<file path="config.mk">
export PLATFORM = sky130hd
export DESIGN_NAME = dobj_mailbox
export DESIGN_NICKNAME = d
export VERILOG_FILES = /design/src/rtl/dobj_pkg.sv /design/src/rtl/dobj_word_store.sv /design/src/rtl/dobj_hdr_check.sv /design/src/rtl/dobj_mailbox.sv
export SDC_FILE = /design/constraint.sdc
export NUM_CORES = 1
export LEC_CHECK = 0
export BUFFER_PORTS_ARGS = -buffer_cell sky130_fd_sc_hd__buf_2
export CORE_AREA = 2 2 197 199
export CTS_BUF_LIST = sky130_fd_sc_hd__clkbuf_8
export DETAILED_ROUTE_END_ITERATION = 16
export DIE_AREA = 0 0 199 201
export GPL_TIMING_DRIVEN = 0
export PLACE_DENSITY = 0.79
export SLEW_MARGIN = 20
export SYNTH_ARGS = -nofsm -noshare
export SYNTH_HDL_FRONTEND = slang
export SYNTH_SLANG_ARGS = --single-unit
</file>
<file path="constraint.sdc">
create_clock -name clk -period 6.7 [get_ports clk]
set_input_delay 1.005 -clock clk [delete_from_list [all_inputs] [get_ports clk]]
set_output_delay 1.005 -clock clk [all_outputs]
set_load 0.005 [all_outputs]
</file>
<file path="src/rtl/dobj_pkg.sv">
package dobj_pkg;
    localparam int ADDR_W = 8;
    localparam int LEN_W  = 18;

    localparam logic [ADDR_W-1:0] OFS_CAP  = 8'h04;
    localparam logic [ADDR_W-1:0] OFS_CTRL = 8'h08;
    localparam logic [ADDR_W-1:0] OFS_STAT = 8'h0C;
    localparam logic [ADDR_W-1:0] OFS_WMBX = 8'h10;
    localparam logic [ADDR_W-1:0] OFS_RMBX = 8'h14;

    localparam int CTL_ABORT = 0;
    localparam int CTL_IEN   = 1;
    localparam int CTL_GO    = 31;

    localparam int ST_BUSY  = 0;
    localparam int ST_INT   = 1;
    localparam int ST_ERR   = 2;
    localparam int ST_READY = 31;
endpackage

</file>
<file path="src/rtl/dobj_word_store.sv">
// Dword storage with one write port and one combinational read port.
// DEPTH is expected to be a power of two.
module dobj_word_store #(
    parameter int DEPTH = 8,
    parameter int WIDTH = 32,
    localparam int IW = $clog2(DEPTH)
) (
    input  logic             clk,
    input  logic             we,
    input  logic [IW-1:0]    waddr,
    input  logic [WIDTH-1:0] wdata,
    input  logic [IW-1:0]    raddr,
    output logic [WIDTH-1:0] rdata
);
    logic [WIDTH-1:0] mem [DEPTH];

    always_ff @(posedge clk) begin
        if (we) begin
            mem[waddr] <= wdata;
        end
    end

    assign rdata = mem[raddr];
endmodule

</file>
<file path="src/rtl/dobj_hdr_check.sv">
// Decides whether a gathered object may be handed to the responder.
module dobj_hdr_check #(
    parameter int CW = 4
) (
    input  logic [dobj_pkg::LEN_W-1:0] hdr_len,
    input  logic [CW-1:0]              count,
    output logic                       ok
);
    import dobj_pkg::*;

    always_comb begin
        ok = (count >= CW'(2)) && (hdr_len == LEN_W'(count));
    end
endmodule

</file>
<file path="src/rtl/dobj_mailbox.sv">
module dobj_mailbox #(
    parameter int REQ_DEPTH   = 8,
    parameter int RSP_DEPTH   = 8,
    parameter int IRQ_SUPPORT = 1,
    parameter int IRQ_MSG_NUM = 5,
    localparam int RCW = $clog2(REQ_DEPTH + 1),
    localparam int RIW = $clog2(REQ_DEPTH),
    localparam int SCW = $clog2(RSP_DEPTH + 1),
    localparam int SIW = $clog2(RSP_DEPTH)
) (
    input  logic           clk,
    input  logic           rst_n,
    input  logic           cfg_wr_en,
    input  logic [7:0]     cfg_addr,
    input  logic [31:0]    cfg_wdata,
    output logic [31:0]    cfg_rdata,
    output logic           req_start,
    output logic [RCW-1:0] req_words,
    output logic [15:0]    hdr_vendor,
    output logic [7:0]     hdr_type,
    input  logic [RIW-1:0] req_rd_idx,
    output logic [31:0]    req_rd_data,
    input  logic           rsp_valid,
    input  logic [31:0]    rsp_data,
    input  logic           rsp_last,
    output logic           mbx_abort,
    output logic           irq
);
    import dobj_pkg::*;

    typedef struct packed {
        logic             busy;
        logic             err;
        logic             ready;
        logic             int_en;
        logic             int_st;
        logic             start;
        logic             abort_p;
        logic [RCW-1:0]   req_cnt;
        logic [RCW-1:0]   req_words;
        logic [SCW-1:0]   rsp_cnt;
        logic [SIW-1:0]   rd_ptr;
        logic [LEN_W-1:0] hdr_len;
        logic [15:0]      vendor;
        logic [7:0]       otype;
    } state_t;

    state_t     st_d, st_q;
    logic       req_we, rsp_we, hdr_ok;
    logic       wr_ctrl, wr_stat, wr_wmbx, wr_rmbx, abort_now;
    logic [31:0] rsp_rdata;

    dobj_word_store #(.DEPTH(REQ_DEPTH), .WIDTH(32)) u_req_store (
        .clk   (clk),
        .we    (req_we),
        .waddr (st_q.req_cnt[RIW-1:0]),
        .wdata (cfg_wdata),
        .raddr (req_rd_idx),
        .rdata (req_rd_data)
    );

    dobj_word_store #(.DEPTH(RSP_DEPTH), .WIDTH(32)) u_rsp_store (
        .clk   (clk),
        .we    (rsp_we),
        .waddr (st_q.rsp_cnt[SIW-1:0]),
        .wdata (rsp_data),
        .raddr (st_q.rd_ptr),
        .rdata (rsp_rdata)
    );

    dobj_hdr_check #(.CW(RCW)) u_hdr_check (
        .hdr_len (st_q.hdr_len),
        .count   (st_q.req_cnt),
        .ok      (hdr_ok)
    );

    always_comb begin
        wr_ctrl   = cfg_wr_en && (cfg_addr == OFS_CTRL);
        wr_stat   = cfg_wr_en && (cfg_addr == OFS_STAT);
        wr_wmbx   = cfg_wr_en && (cfg_addr == OFS_WMBX);
        wr_rmbx   = cfg_wr_en && (cfg_addr == OFS_RMBX);
        abort_now = wr_ctrl && cfg_wdata[CTL_ABORT];
    end

    always_comb begin
        st_d         = st_q;
        st_d.start   = 1'b0;
        st_d.abort_p = 1'b0;
        req_we       = 1'b0;
        rsp_we       = 1'b0;

        // Interrupt status: write one to clear.
        if (wr_stat && cfg_wdata[ST_INT]) begin
            st_d.int_st = 1'b0;
        end

        // Request gathering.
        if (wr_wmbx) begin
            if (st_q.busy || (st_q.req_cnt == RCW'(REQ_DEPTH))) begin
                st_d.err = 1'b1;
            end else if (!st_q.err) begin
                req_we       = 1'b1;
                st_d.req_cnt = st_q.req_cnt + RCW'(1);
                if (st_q.req_cnt == RCW'(0)) begin
                    st_d.vendor = cfg_wdata[15:0];
                    st_d.otype  = cfg_wdata[23:16];
                end
                if (st_q.req_cnt == RCW'(1)) begin
                    st_d.hdr_len = cfg_wdata[LEN_W-1:0];
                end
            end
        end

        // Reply draining: a write advances, a read never does.
        if (wr_rmbx && st_q.ready) begin
            if (SCW'(st_q.rd_ptr) + SCW'(1) == st_q.rsp_cnt) begin
                st_d.ready   = 1'b0;
                st_d.rd_ptr  = '0;
                st_d.rsp_cnt = '0;
            end else begin
                st_d.rd_ptr = st_q.rd_ptr + SIW'(1);
            end
        end

        // Responder pushes.
        if (st_q.busy && rsp_valid && !abort_now) begin
            if (st_q.rsp_cnt != SCW'(RSP_DEPTH)) begin
                rsp_we       = 1'b1;
                st_d.rsp_cnt = st_q.rsp_cnt + SCW'(1);
            end
            if (rsp_last) begin
                st_d.busy  = 1'b0;
                st_d.ready = 1'b1;
                if (st_q.int_en) begin
                    st_d.int_st = 1'b1;
                end
            end
        end

        // Control: abort beats go.
        if (wr_ctrl) begin
            st_d.int_en = cfg_wdata[CTL_IEN];
            if (abort_now) begin
                st_d.busy    = 1'b0;
                st_d.err     = 1'b0;
                st_d.ready   = 1'b0;
                st_d.req_cnt = '0;
                st_d.rsp_cnt = '0;
                st_d.rd_ptr  = '0;
                st_d.abort_p = 1'b1;
                if (cfg_wdata[CTL_IEN]) begin
                    st_d.int_st = 1'b1;
                end
            end else if (cfg_wdata[CTL_GO]) begin
                if (st_q.busy || st_q.ready) begin
                    st_d.err = 1'b1;
                end else if (!st_q.err) begin
                    if (hdr_ok) begin
                        st_d.busy      = 1'b1;
                        st_d.start     = 1'b1;
                        st_d.req_words = st_q.req_cnt;
                        st_d.req_cnt   = '0;
                        st_d.rsp_cnt   = '0;
                        st_d.rd_ptr    = '0;
                    end else begin
                        st_d.err = 1'b1;
                    end
                end
            end
        end
    end

    always_ff @(posedge clk) begin
        if (!rst_n) begin
            st_q <= '0;
        end else begin
            st_q <= st_d;
        end
    end

    always_comb begin
        case (cfg_addr)
            OFS_CAP:  cfg_rdata = {20'h0, 11'(IRQ_MSG_NUM), 1'(IRQ_SUPPORT)};
            OFS_CTRL: cfg_rdata = {30'h0, st_q.int_en, 1'b0};
            OFS_STAT: cfg_rdata = {st_q.ready, 28'h0, st_q.err, st_q.int_st, st_q.busy};
            OFS_RMBX: cfg_rdata = st_q.ready ? rsp_rdata : 32'h0;
            default:  cfg_rdata = 32'h0;
        endcase
    end

    assign req_start  = st_q.start;
    assign req_words  = st_q.req_words;
    assign hdr_vendor = st_q.vendor;
    assign hdr_type   = st_q.otype;
    assign mbx_abort  = st_q.abort_p;
    assign irq        = st_q.int_st & st_q.int_en;

    // Flags brought out for the bound checker.
    logic busy_w, err_w, ready_w, int_en_w;
    assign busy_w   = st_q.busy;
    assign err_w    = st_q.err;
    assign ready_w  = st_q.ready;
    assign int_en_w = st_q.int_en;
endmodule

</file>
==> flow_metrics.tcl <==
set metrics [dict create \
    numPortBuffers 170 \
    vdd_ir_drop_max_mv 0.240 \
    hp-class "reg -> reg" \
    num_vias 12136 \
    sw_frac_of_total 0.209 \
    ios 175 \
    route.detailed.drc 0 \
    cts-htree-levels 3 \
    yosysSeqAreaShare 0.742 \
    drive_above_1_share 0.352 \
    slew_headroom 0.364 \
    yosysWarningCount 0 \
    pwr-share-comb 0.028 \
    critPathKind "reg -> out" \
    clock_latency_ps 670 \
    start_util 0.589 \
    tritoncts "done" \
    required_ps 5690 \
    finish.net_count 1587 \
    drt-total-wl_um 47600 \
    die-area_sq_um 40000 \
    tritoncts.num_buffers 88 \
    ys_seq_elements 576 \
    power_density_nw_per_um2 262 \
    slew_viol_final 0 \
    fin_setup_tns_ps 0 \
    max_freq_mhz 246 \
    cts.reportedPaths.clkPinSlew_ps 60 \
    multiInputGateArea_sq_um 5350 \
    cp-start-kind "register" \
    crit_top_cell "clkbuf_1" \
    vias_per_cell 5.79 \
    placed_area_sq_um 24500 \
    crit_family "buffers and inverters" \
    critPathSlowestCell "clkbuf_1" \
    gr-total-overflow 0 \
    pwr-share-clk 0.404 \
    syn_inst 1198 \
    final_common_cell "edfxtp_1" \
    antenna_found_initial 5 \
    status "completed" \
    fp.dieW_um 199 \
    most-common-layout-cells "edfxtp_1, buf_2, mux4_2" \
    synth_edf_count 512 \
    synth_cell_types 50 \
    p_leak_uw 0.00884 \
    pwr-share-seq 0.569 \
    clock_path_buffers 3 \
    areaGrowthSynthToFinish_pct 16.9 \
    avgSynthCellArea_sq_um 18.7 \
    synth_flop_cell "edfxtp_1" \
    synth_nets 1285 \
    maxCapViolations 0 \
    register_area_sq_um 16700 \
    rsz0062_at_grt "no" \
    skew_ps 32.3 \
    grt_max_degree 21 \
    wl_per_cell_um 22.7 \
    cp-end-kind "primary output" \
    fin_crit_sh 0.608 \
    clock-sinks 576 \
    dp_hpwl_um 31000 \
    setup_violations 0 \
    rows 72 \
    drt.antenna.violating_nets 0 \
    core_sq_um 38100 \
    cts_setup_buffers 0 \
    track_usage 0.244 \
    worst_slack_ps 2630 \
    cp.arrival_ps 3070 \
    place_ws_ps 2620 \
    fillers 2392 \
    first_iter_violations 1029 \
    path_buf_inv 3 \
    grt_pass1_vias 12557 \
    crit_chain "clkbuf_1 -> clkbuf_1 -> mux4_2 -> mux2i_1 -> nor2_1 -> buf_2" \
    tightest_slew_ps 954 \
    drtPass1Iterations 7 \
    final-hold-violation-count 0 \
    netlist_area_sq_um 22400 \
    finalCriticalPeriod_ps 4070 \
    die_y_um 201 \
    root_buffer "clkbuf_8" \
    finalInstanceArea_sq_um 26200 \
    intPower_uw 5430 \
    critical_path.max_stage_delay_ps 720 \
    p_switching_uw 1430 \
    cp_max_fo 10 \
    grt_pass1_wl_um 71500 \
    ctsResizeCount 0 \
    ctsHoldBuffers 0 \
    async_flop_share 0 \
    place_congestion 0.810 \
]
through the flow:
stage	power, uW	hold slack (ps)	util	cells
2_1_floorplan	4070	432	-	1198
3_5_place_dp	4170	445	0.643	1928
5_1_grt	7070	475	0.688	2095
4_1_cts	6910	454	0.688	2093
6_report	6870	452	0.688	2096
3_3_place_gp	4160	438	0.628	1886
cell type report:
type | instances | area share
Clock buffer | 90 | 0.0472
Antenna cell | 3 | 0.000286
Inverter | 9 | 0.00129
Buffer | 95 | 0.0191
Sequential cell | 576 | 0.635
Clock inverter | 75 | 0.0171
Multi-Input combinational cell | 518 | 0.204
Timing Repair Buffer | 212 | 0.0510
Tap cell | 518 | 0.0247
worst min-delay path, stage by stage (launching register included):
cell and delay (ps):
dfxtp_1 310, nand2_1 50, a21oi_1 50
synth_stat cells, drive strengths merged, types with 2 or more instances:
library cell	number	area, sq um
a21o	2	15.0
a21oi	55	279
a31oi	3	18.8
and2	2	12.5
and3	3	18.8
and3b	2	17.5
and4	4	35.0
buf	55	348
clkbuf	40	154
dfxtp	64	1280
edfxtp	512	15400
ha	7	87.6
inv	9	33.8
mux2	32	360
mux2i	37	370
mux4	128	2880
nand2	116	435
nand2b	5	31.3
nand3	7	35.0
nand4	8	50.1
nor2	49	184
nor2b	5	38.8
nor3	12	65.1
nor4	4	25.0
o211ai	3	22.5
o21ai	6	30.0
o221ai	2	17.5
o22ai	3	18.8
or3	4	25.0
xnor2	7	61.3
routing by layer:
layer | global-route usage | vias to the layer above | part of all wire
met5 | 0 | - | 0.00057
met4 | 0.110 | 4 | 0.033
met3 | 0.0470 | 117 | 0.067
met2 | 0.410 | 477 | 0.51
met1 | 0.309 | 6190 | 0.39
li1 | - | 5348 | -
worst paths after layout:
path,start,endpoint,slack [ps],depth (start not counted)
setup reg to reg,st_q[53],u_req_store.mem[0][29],2970,11
hold reg to reg,st_q[38],st_q[38],450,2
hold / removal,st_q[38],st_q[38],450,2
setup / recovery,u_rsp_store.raddr[1],cfg_rdata[13],2630,6
cell families (layout without fill, tap and decap cells):
family,after synthesis,count (layout),share of synthesized area
simple gates,226,226,0.0452
other cells,0,3,0
flops,576,576,0.742
fa+ha+maj,7,7,0.00390
xor+xnor,8,8,0.00312
buf+inv,104,481,0.0239
mux,197,197,0.161
compound gates,80,80,0.0203
flip-flops by register name, summed over array words and instances, names as in the netlist, 3 cells and up:
name and cells:
u_rsp_store.raddr 3, hdr_type 8, u_req_store.mem 256, req_words 4
st_q 27, u_rsp_store.mem 256, hdr_vendor 16
power by group through the flow:
stage | Clock, uW | Combinational, uW | Sequential, uW
4_1_cts | 2820 | 191 | 3900
3_5_place_dp | 0 | 190 | 3980
6_report | 2770 | 189 | 3900
3_3_place_gp | 0 | 184 | 3980
5_1_grt | 2960 | 206 | 3900
2_1_floorplan | 0 | 85.4 | 3980
Note: power is estimated with default switching activity, not from simulation.
